<file path="src/rtl/pci_par_pkg.sv">
package pci_par_pkg;

  typedef enum logic [1:0] {
    PAR_ACT_NONE  = 2'd0,
    PAR_ACT_GEN   = 2'd1,
    PAR_ACT_CHECK = 2'd2
  } par_act_e;

  typedef struct packed {
    par_act_e act;         // what to do with the parity line next cycle
    logic     is_addr;     // covered phase is an address phase
    logic     may_report;  // data receiver: may drive the error report
    logic     watch_perr;  // initiator write: expect target report later
  } phase_cls_t;

endpackage

</file>
<file path="src/rtl/pci_par_xor_tree.sv">
module pci_par_xor_tree #(
  parameter int W      = 36,
  parameter int LEAF_W = 8
) (
  input  logic [W-1:0] din,
  output logic         par
);
  localparam int NLEAF = (W + LEAF_W - 1) / LEAF_W;
  localparam int PAD_W = NLEAF * LEAF_W;

  logic [PAD_W-1:0] padded;
  logic [NLEAF-1:0] leaf;

  always_comb begin
    padded = '0;
    padded[W-1:0] = din;
  end

  for (genvar g = 0; g < NLEAF; g++) begin : g_leaf
    assign leaf[g] = ^padded[g*LEAF_W +: LEAF_W];
  end

  assign par = ^leaf;
endmodule

</file>
<file path="src/rtl/pci_par_phase_cls.sv">
module pci_par_phase_cls
  import pci_par_pkg::*;
(
  input  logic       addr_phase,
  input  logic       initiator,
  input  logic       write,
  input  logic       irdy,
  input  logic       trdy,
  output phase_cls_t cls
);
  logic data_done;

  assign data_done = irdy && trdy && !addr_phase;

  always_comb begin
    cls = '{act: PAR_ACT_NONE, is_addr: 1'b0, may_report: 1'b0, watch_perr: 1'b0};
    if (addr_phase) begin
      cls.is_addr = 1'b1;
      cls.act     = initiator ? PAR_ACT_GEN : PAR_ACT_CHECK;
    end else if (data_done) begin
      unique case ({initiator, write})
        2'b11: begin
          cls.act        = PAR_ACT_GEN;
          cls.watch_perr = 1'b1;
        end
        2'b10: begin
          cls.act        = PAR_ACT_CHECK;
          cls.may_report = 1'b1;
        end
        2'b01: begin
          cls.act        = PAR_ACT_CHECK;
          cls.may_report = 1'b1;
        end
        default: cls.act = PAR_ACT_GEN;
      endcase
    end
  end
endmodule

</file>
<file path="src/rtl/pci_par_check.sv">
module pci_par_check
  import pci_par_pkg::*;
(
  input  logic       clk,
  input  logic       rst_n,
  input  phase_cls_t cls,
  input  logic       exp_par,       // registered parity of covered phase
  input  logic       par_in,
  input  logic       report_en,
  input  logic       clr_addr,
  input  logic       clr_data,
  output logic       perr,
  output logic       addr_err,
  output logic       data_err
);
  logic chk_q, chk_addr_q, chk_rep_q;
  logic mismatch, bad_addr, bad_data;

  always_ff @(posedge clk or negedge rst_n) begin
    if (!rst_n) begin
      chk_q      <= 1'b0;
      chk_addr_q <= 1'b0;
      chk_rep_q  <= 1'b0;
    end else begin
      chk_q      <= (cls.act == PAR_ACT_CHECK);
      chk_addr_q <= cls.is_addr;
      chk_rep_q  <= cls.may_report;
    end
  end

  assign mismatch = chk_q && (par_in != exp_par);
  assign bad_addr = mismatch && chk_addr_q;
  assign bad_data = mismatch && !chk_addr_q;

  always_ff @(posedge clk or negedge rst_n) begin
    if (!rst_n) begin
      perr     <= 1'b0;
      addr_err <= 1'b0;
      data_err <= 1'b0;
    end else begin
      perr <= bad_data && chk_rep_q && report_en;
      if (bad_addr)      addr_err <= 1'b1;
      else if (clr_addr) addr_err <= 1'b0;
      if (bad_data)      data_err <= 1'b1;
      else if (clr_data) data_err <= 1'b0;
    end
  end
endmodule

</file>
<file path="src/rtl/pci_par_perr_watch.sv">
module pci_par_perr_watch #(
  parameter int LAG = 2
) (
  input  logic clk,
  input  logic rst_n,
  input  logic watch,
  input  logic perr_in,
  input  logic clr,
  output logic tgt_err
);
  logic [LAG-1:0] pipe;

  always_ff @(posedge clk or negedge rst_n) begin
    if (!rst_n) pipe[0] <= 1'b0;
    else        pipe[0] <= watch;
  end

  for (genvar s = 1; s < LAG; s++) begin : g_stage
    always_ff @(posedge clk or negedge rst_n) begin
      if (!rst_n) pipe[s] <= 1'b0;
      else        pipe[s] <= pipe[s-1];
    end
  end

  always_ff @(posedge clk or negedge rst_n) begin
    if (!rst_n)                       tgt_err <= 1'b0;
    else if (pipe[LAG-1] && perr_in)  tgt_err <= 1'b1;
    else if (clr)                     tgt_err <= 1'b0;
  end
endmodule

</file>
<file path="src/rtl/pci_par_unit.sv">
module pci_par_unit
  import pci_par_pkg::*;
#(
  parameter int AD_W     = 32,
  parameter int BE_W     = 4,
  parameter int LEAF_W   = 8,
  parameter int PERR_LAG = 2
) (
  input  logic            clk,
  input  logic            rst_n,
  input  logic [AD_W-1:0] ad_i,
  input  logic [BE_W-1:0] cbe_i,
  input  logic            addr_phase_i,
  input  logic            initiator_i,
  input  logic            write_i,
  input  logic            irdy_i,
  input  logic            trdy_i,
  input  logic            par_i,
  input  logic            perr_i,
  input  logic            perr_report_en_i,
  input  logic            clr_addr_err_i,
  input  logic            clr_data_err_i,
  input  logic            clr_tgt_err_i,
  output logic            par_o,
  output logic            par_oe_o,
  output logic            perr_o,
  output logic            addr_err_o,
  output logic            data_err_o,
  output logic            tgt_err_o
);
  localparam int COV_W = AD_W + BE_W;

  phase_cls_t cls;
  logic       par_now;
  logic       par_q, oe_q;

  pci_par_phase_cls u_cls (
    .addr_phase (addr_phase_i),
    .initiator  (initiator_i),
    .write      (write_i),
    .irdy       (irdy_i),
    .trdy       (trdy_i),
    .cls        (cls)
  );

  pci_par_xor_tree #(.W(COV_W), .LEAF_W(LEAF_W)) u_tree (
    .din (({cbe_i, ad_i})),
    .par (par_now)
  );

  always_ff @(posedge clk or negedge rst_n) begin
    if (!rst_n) begin
      par_q <= 1'b0;
      oe_q  <= 1'b0;
    end else begin
      par_q <= par_now;
      oe_q  <= (cls.act == PAR_ACT_GEN);
    end
  end

  assign par_o    = par_q && oe_q;
  assign par_oe_o = oe_q;

  pci_par_check u_chk (
    .clk       (clk),
    .rst_n     (rst_n),
    .cls       (cls),
    .exp_par   (par_q),
    .par_in    (par_i),
    .report_en (perr_report_en_i),
    .clr_addr  (clr_addr_err_i),
    .clr_data  (clr_data_err_i),
    .perr      (perr_o),
    .addr_err  (addr_err_o),
    .data_err  (data_err_o)
  );

  pci_par_perr_watch #(.LAG(PERR_LAG)) u_watch (
    .clk     (clk),
    .rst_n   (rst_n),
    .watch   (cls.watch_perr),
    .perr_in (perr_i),
    .clr     (clr_tgt_err_i),
    .tgt_err (tgt_err_o)
  );
endmodule

</file>
<file path="config.mk">
export PLATFORM = sky130hd
export DESIGN_NAME = pci_par_unit
export DESIGN_NICKNAME = d
export VERILOG_FILES = /design/src/rtl/pci_par_pkg.sv /design/src/rtl/pci_par_xor_tree.sv /design/src/rtl/pci_par_phase_cls.sv /design/src/rtl/pci_par_check.sv /design/src/rtl/pci_par_perr_watch.sv /design/src/rtl/pci_par_unit.sv
export SDC_FILE = /design/constraint.sdc
export NUM_CORES = 1
export LEC_CHECK = 0
export ABC_CLOCK_PERIOD_IN_PS = 1100
export BUFFER_PORTS_ARGS = -buffer_cell sky130_fd_sc_hd__buf_2
export CAP_MARGIN = 40
export CORE_MARGIN = 10
export CORE_UTILIZATION = 38
export DETAILED_ROUTE_END_ITERATION = 10
export PLACE_DENSITY = 0.78
export SYNTH_ARGS = -nofsm -noshare
export SYNTH_HDL_FRONTEND = slang
export SYNTH_SLANG_ARGS = --single-unit
</file>
<file path="constraint.sdc">
create_clock -name clk -period 1.1 [get_ports clk]
set_input_delay 0.11 -clock clk [delete_from_list [all_inputs] [get_ports clk]]
set_output_delay 0.11 -clock clk [all_outputs]
set_load 0.05 [all_outputs]
</file>
==> impl_results.md, run 1 <==
* Main synth FF type: dfrtp_1
* Min Tclk post-route at 1079 ps
* Sw Ratio at 31.89%
* Power share of the sequential group at 33.7%
* Cell taking the most area after synthesis: dfrtp_1
* Top-area cell type share of the netlist area at 39.08%
* Crit path depth at 6
* Worst r2r path cells at 3
* Post-synth net total at 116
* Critical Path RT at 1250 ps
* Max-Cap Viols at 0
* I/O Pins at 55
* Synth cell types at 15
* Status: complete, no violations
* Port bufs at 54
* Crit path cell chain: buf_6 > xor2_1 > xnor2_1 > xnor2_1 > xnor3_1 > xnor2_1
* Critical-path maximum fanout at 1
* Count of state elements after synthesis at 11
* CP peak stage delay at 420 ps
* # diodes at 0
* Combinational power share at 48.2%
* Detailed Place HPWL at 1.581 mm
* Fraction of registers with async set/reset at 100.0%
* Share of cells above drive strength 1 at 50.40%
* HP Class: in2reg
* Die Y at 63.06 um
* Reg2reg start: par_q
* CTS tree: done
* Worst VDD drop at 0.8221 mV
* Max reg flops at 2
* Clock Power Share at 18.1%
* Site row count at 15
* Final slew viol count at 0
* Sequential area share after synthesis at 39.08%
* CTS root buf: clkbuf_4
* Simple-gate share of the synthesized area at 7.105%
* Final period util at 98.06%
* Core Box Area at 1745 um^2
* Max Clk Rate at 0.9271 GHz
* YS warnings at 0
* Post-synth EDFFs at 0
* Commonest cells in the netlist: xnor2_1, dfrtp_1, nand2_1, xor2_1, inv_1
* Pre-CTS WS at -274.0 ps
* Mux cell area share after synthesis at 0%
* 1st-iter DRT viols at 7
* Die Footprint at 3976 um^2
* Area share of fa/ha/maj cells after synthesis at 1.776%
* Fin worst setup slack at 21.39 ps
* Cells after Synth at 66
* Crit path to: par_q
* Final WL at 1.747 mm
* Slew margin rel. at 83.60%
* Largest net degree at the start of global routing at 12
* Total gr overflow at 0
* CP Capture Type: flip-flop
* CP Data Arrival Time at 1230 ps
* Critical path class: in2reg
* Post-route antenna net violation count at 0
* Int Pwr at 971.2 uW
* TritonCTS Sinks at 11
* Avg Cell Area, Syn at 10.67 um^2
* Fin. Hold Viols at 0
* Die W at 63.06 um
* Post-Syn Area at 704.4 um^2
* Register area at 275.3 um^2
* R2R Setup Slk at 170 ps
* Clk_skew at 1.858 ps
* Area contributors post-synth: dfrtp_1, xnor2_1, xor2_1
* Final net count at 176
* CP delay by family, top: XOR/XNOR gates
* Beginning of the critical path: cbe_i[2]
* Actual slew at the worst max-slew pin at 245.5 ps
* Longest Clk Path Bufs at 2
* # DRC at 0
* Post-synthesis xor/xnor area fraction at 45.47%
* Clk_lat worst skew at 260 ps
* P per Cell Area at 1298 nW/um^2
* First-pass GRT wire length at 2.801 mm
* Largest family of logic cells by synthesized area: XOR/XNOR gates
* Vias in the first global route at 697
* Initial antenna violation count at 0
* CP Launch Type: input port
* Layout area overhead at 55.95%
* Switching pwr at 454.7 uW
* Initial core utilization at 40.36%
* Most used cell, CP: xnor2_1
* Unrepaired setup endpoints after global routing: yes
* Total Routing Usage GR at 8.523%
* Reg clk slew, reported paths at 70 ps
* Routability congestion estimate at 0.6488
* Most common cell in the synthesized netlist: xnor2_1
* Slowest-stage cell, CP: xnor3_1
* Avg WL per Cell at 11.65 um
* Area fraction in compound gates after synthesis at 4.440%
* Clock H-tree levels at 1
* Vias at 632
* Fill count at 163
* Largest reg by FF count: u_watch.pipe
* Num CTS Buffers at 3
* Leakage at 0.5588 nW
* Final setup vio count at 0
* Buf/Inv on CP at 1
* Drt pass-1 iters at 2
* DR vias/cell at 4.213
* RR Endpoint: u_chk.perr
* Area of the multi-input gates at 446.7 um^2
* Fin Setup TNS at 0 ps
==> kinds of logic after synthesis <==
| group | count (synthesis) |
|---|---|
| compound gates | 5 |
| xor+xnor | 35 |
| fa+ha+maj | 1 |
| buf+inv | 4 |
| flops | 11 |
| simple gates | 10 |
==> cell usage in the layout (no fill, tap or decap) <==
| master | count |
|---|---|
| dfrtp_1 | 11 |
| xnor2_1 | 25 |
| ha_1 | 1 |
| buf_6 | 2 |
| xnor2_2 | 4 |
| nor3_1 | 1 |
| nor3b_1 | 2 |
| clkbuf_4 | 3 |
| buf_2 | 51 |
| buf_8 | 1 |
| xor2_1 | 5 |
| inv_1 | 4 |
| xnor3_1 | 1 |
| o21ai_0 | 2 |
| o31ai_1 | 1 |
| nand3_1 | 1 |
| clkinv_2 | 1 |
| dlygate4sd3_1 | 1 |
| a21o_1 | 1 |
| nand2_1 | 5 |
| and2_4 | 1 |
| o22ai_1 | 1 |
==> power by group through the flow <==
| stage | clock, mW | sequential (mW) | combinational, mW |
|---|---|---|---|
| finish | 0.258 | 0.480 | 0.688 |
| global route | 0.286 | 0.487 | 0.744 |
| CTS | 0.275 | 0.479 | 0.678 |
| detailed placement | 0 | 0.485 | 0.653 |
| global placement | 0 | 0.483 | 0.644 |
| floorplan | 0 | 0.548 | 0.426 |
==> per-stage QoR <==
step | power [mW] | instance area (um^2) | cells | hold WS [ps] | utilization (%)
6_report | 1.426 | 1099 | 150 | 23.13 | 62.94
5_1_grt | 1.517 | 1099 | 150 | 15.86 | 62.94
4_1_cts | 1.432 | 1056 | 150 | 6.265 | 60.50
3_5_place_dp | 1.139 | 1007 | 145 | -16.81 | 57.71
3_3_place_gp | 1.127 | 1007 | 145 | -19.51 | 57.71
2_1_floorplan | 0.9739 | 705.7 | 66 | -185.6 | -
==> routing by layer <==
layer / global-route usage, % / vias up / part of all wire (%)
met3: 3.887 / 2 / 10
li1: - / 325 / -
met4: 5.028 / 0 / 1.9
met2: 14.85 / 35 / 49
met5: 0 / - / 0
met1: 8.020 / 270 / 39
==> how the worst min path moves through the flow <==
stage	from	end	cells past startpoint
global placement	rst_n	u_watch.tgt_err	1
global route	addr_phase_i	u_chk.chk_addr_q	1
finish	addr_phase_i	u_chk.chk_addr_q	1
detailed placement	rst_n	u_chk.data_err	1
CTS	addr_phase_i	u_chk.chk_addr_q	1
floorplan	rst_n	par_oe_o	0
==> worst reg2reg max path, cell delays in order, from the launching register on <==
cell	delay (ps)
dfrtp_1	400
xor2_1	190
nand2_1	90
nor3_1	180
==> area by class of cell <==
type	count	share of cell area (%)
Clock buffer	3	2.050
Clock inverter	1	0.4556
Inverter	4	1.367
Multi-Input combinational cell	51	40.66
Sequential cell	11	25.06
Tap cell	25	2.847
Timing Repair Buffer	55	27.56
==> timing repair <==
item                       4_1_cts  5_1_grt
gates resized for setup          4        6
setup endpoints to repair        1        1
hold buffers                     1        0
setup buffers                    0        0
pin swaps                        0        9
hold endpoints to repair        11        0
(Power assumes the default switching activity.)
==> inputs of run 2 (changes only) <==
CORE_UTILIZATION = 39   (was 38)
SYNTH_HIERARCHICAL = 1   (was unset)
==> impl_results.md, run 2 <==
* # DRC at 0 (unchanged)
* Die Y at 63.99 um (+1.5%)
* Max-Cap Viols at 0 (unchanged)
* Fill count at 144 (-12%)
* Commonest cells in the netlist: xnor2_1, dfrtp_1, inv_1, nand2_1, xor2_1
* Total Routing Usage GR at 9.413% (+0.89 points)
* Leakage at 0.5840 nW (+4.5%)
* Max Clk Rate at 0.9140 GHz (-1.4%)
* CP Launch Type: input port
* Layout area overhead at 55.56%
* Core Util, Final at 65.82% (+2.9 points)
* Post-Syn Area at 754.5 um^2 (+7.1%)
* Final net count at 181 (+2.8%)
* Combinational power share at 50.5% (+2.3 points)
* Reg clk slew, reported paths at 70 ps (about the same)
* Crit path cell chain: buf_2 > xnor2_1 > xnor2_1 > xnor2_1 > xnor3_1 > xnor2_1
* Cells after Synth at 69 (+4.5%)
* Final Power at 1.504 mW (+5.5%)
* 1st-iter DRT viols at 5 (-2)
* Fraction of registers with async set/reset at 100.0% (unchanged)
* Core Box Area at 1783 um^2 (+2.2%)
* Worst r2r path cells at 3 (unchanged)
* Fin Setup TNS at 0 ps (unchanged)
* Actual slew at the worst max-slew pin at 244.7 ps (-0.8160 ps)
* Area contributors post-synth: dfrtp_1, xnor2_1, xor2_1
* Largest net degree at the start of global routing at 12 (unchanged)
* Num CTS Buffers at 3 (unchanged)
* # diodes at 0 (unchanged)
* Sequential area share after synthesis at 36.48% (-2.6 points)
* Vias in the first global route at 783 (+12%)
* Max reg flops at 2 (unchanged)
* Top-area cell type share of the netlist area at 36.48% (-2.6 points)
* Most common cell after layout, fill and taps aside: buf_2
* Final WL at 2.130 mm (+22%)
* Detailed Place HPWL at 1.841 mm (+16%)
* Die W at 63.99 um (+1.5%)
* Synth cell types at 20 (+5)
* Vias at 681 (+7.8%)
* Total gr overflow at 0 (unchanged)
* YS warnings at 6 (+6)
* Post-synth net total at 119 (+2.6%)
* Clk_skew at 1.640 ps (-0.2182 ps)
* Critical Path RT at 1250 ps (about the same)
* Unrepaired setup endpoints after global routing: yes
* Status: complete, no violations
* Drt pass-1 iters at 4 (+2)
* Count of state elements after synthesis at 11 (unchanged)
* Final period util at 99.47% (+1.4 points)
* Main synth FF type: dfrtp_1
* Final slew viol count at 0 (unchanged)
* Cell taking the most area after synthesis: dfrtp_1
* CP Capture Type: flip-flop
* Site row count at 15 (unchanged)
* Hold Slack at 37.46 ps (+14.33 ps)
* Most frequent cells in the layout: buf_2, xnor2_1, dfrtp_1
* Avg WL per Cell at 13.74 um (+18%)
* Die Footprint at 4094 um^2 (+3.0%)
* Switching pwr at 482.5 uW (+6.1%)
* Critical-path maximum fanout at 1 (unchanged)
* HP Class: in2reg
* Initial core utilization at 42.32% (+2.0 points)
* P per Cell Area at 1281 nW/um^2 (-1.3%)
* Clock H-tree levels at 1 (unchanged)
* Share of cells above drive strength 1 at 53.85% (+3.4 points)
* Hold path start: addr_phase_i
* Critical path class: in2reg
* RR Endpoint: u_chk/data_err
* Initial antenna violation count at 0 (unchanged)
* DR vias/cell at 4.394 (+4.3%)
* Slowest-stage cell, CP: xnor3_1
* CP peak stage delay at 430 ps (about the same)
* WHS Path Cells at 1 (unchanged)
* Power share of the sequential group at 31.6% (-2.1 points)
* CP Data Arrival Time at 1250 ps (+20 ps)
* Slew margin rel. at 83.69% (+0.090 points)
* Clock Power Share at 17.9% (-0.2 points)
* CTS tree: done
* Worst VDD drop at 0.6505 mV (-21%)
* Longest Clk Path Bufs at 2 (unchanged)
* Worst Hold Path EP: u_chk/chk_addr_q
* Largest reg by FF count: u_watch/pipe
* Reg2reg start: par_q
* Most used cell, CP: xnor2_1
* Min Tclk post-route at 1094 ps (+15.51 ps)
* Sw Ratio at 32.08% (+0.19 points)
* CTS root buf: clkbuf_4
* Clk_lat worst skew at 260 ps (about the same)
* Post-synth EDFFs at 0 (unchanged)
* Avg Cell Area, Syn at 10.93 um^2 (+2.4%)
* Fin. Hold Viols at 0 (unchanged)
* Port bufs at 54 (unchanged)
* Int Pwr at 1.021 mW (+5.2%)
* Post-route antenna net violation count at 0 (unchanged)
* First-pass GRT wire length at 3.105 mm (+11%)
* Final setup vio count at 0 (unchanged)
* Most common cell in the synthesized netlist: xnor2_1
* Routability congestion estimate at 0.6957 (+7.2%)
* R2R Setup Slk at 100 ps (-70 ps)
* I/O Pins at 55 (unchanged)
* TritonCTS Sinks at 11 (unchanged)
[run 2: repair_timing]
action | CTS | global route
endpoints found under the setup margin | 1 | 3
endpoints found under the hold margin | 11 | 1
hold buffers | 1 | 1
buffers inserted | 1 | 0
pin swaps | 0 | 4
cloned | 0 | 0
resized for setup | 4 | 6
[run 2: power groups by stage]
stage	Clock (mW)	Sequential, mW	Combinational [mW]
floorplan	0	0.536	0.447
global placement	0	0.481	0.658
detailed placement	0	0.484	0.676
CTS	0.269	0.473	0.726
global route	0.304	0.483	0.824
finish	0.269	0.475	0.760
[run 2: metal layers]
layer	GRT usage [%]	routed length, um	up-vias	share of wire (%)
met5	0	0	-	0
met4	4.918	23	0	1.1
met3	2.787	128	2	6.0
met2	20.52	1360	25	64
met1	6.687	617	314	29
li1	-	-	340	-
[run 2: critical path, delay by kind of cell]
family	cells	cell delay, ps
XOR/XNOR	5	1040
buffers and inverters	1	100
[run 2: kinds of logic (layout without fill, tap and decap cells)]
logic type               count (synthesis)  after routing  share of synthesized area (%)
multiplexers                             1              1                          1.327
XOR/XNOR                                35             35                          42.45
flip-flops                              11             11                          36.48
AND/OR/NAND/NOR                         12             12                          9.287
adder cells (fa/ha/maj)                  1              1                          1.658
buffers and inverters                    5             66                          2.985
AO/OA/AOI/OAI                            4              4                          5.805
[run 2: area by class of cell]
class | count | area [um^2] | share of cell area [%]
tap | 25 | 31.28 | 2.665
multi-input combinational | 53 | 496.7 | 42.32
clock buffer | 4 | 26.28 | 2.239
sequential | 11 | 276.5 | 23.56
inverter | 4 | 15.01 | 1.279
timing repair buffer | 58 | 327.8 | 27.93
[run 2: through the flow]
step	area, um^2	instances	worst slack [ps]
floorplan	764.5	69	-101.1
global placement	1066	148	-245.8
detailed placement	1066	148	-273.8
CTS	1121	154	2.697
global route	1174	155	-71.97
finish	1174	155	5.882
[run 2: how the worst max path moves through the flow]
| stage | from | end | depth (start not counted) |
|---|---|---|---|
| finish | cbe_i[0] | par_q | 6 |
| global route | ad_i[1] | par_q | 6 |
| CTS | ad_i[11] | par_q | 6 |
| detailed placement | ad_i[11] | par_q | 6 |
| global placement | ad_i[13] | par_q | 6 |
| floorplan | ad_i[16] | par_q | 5 |
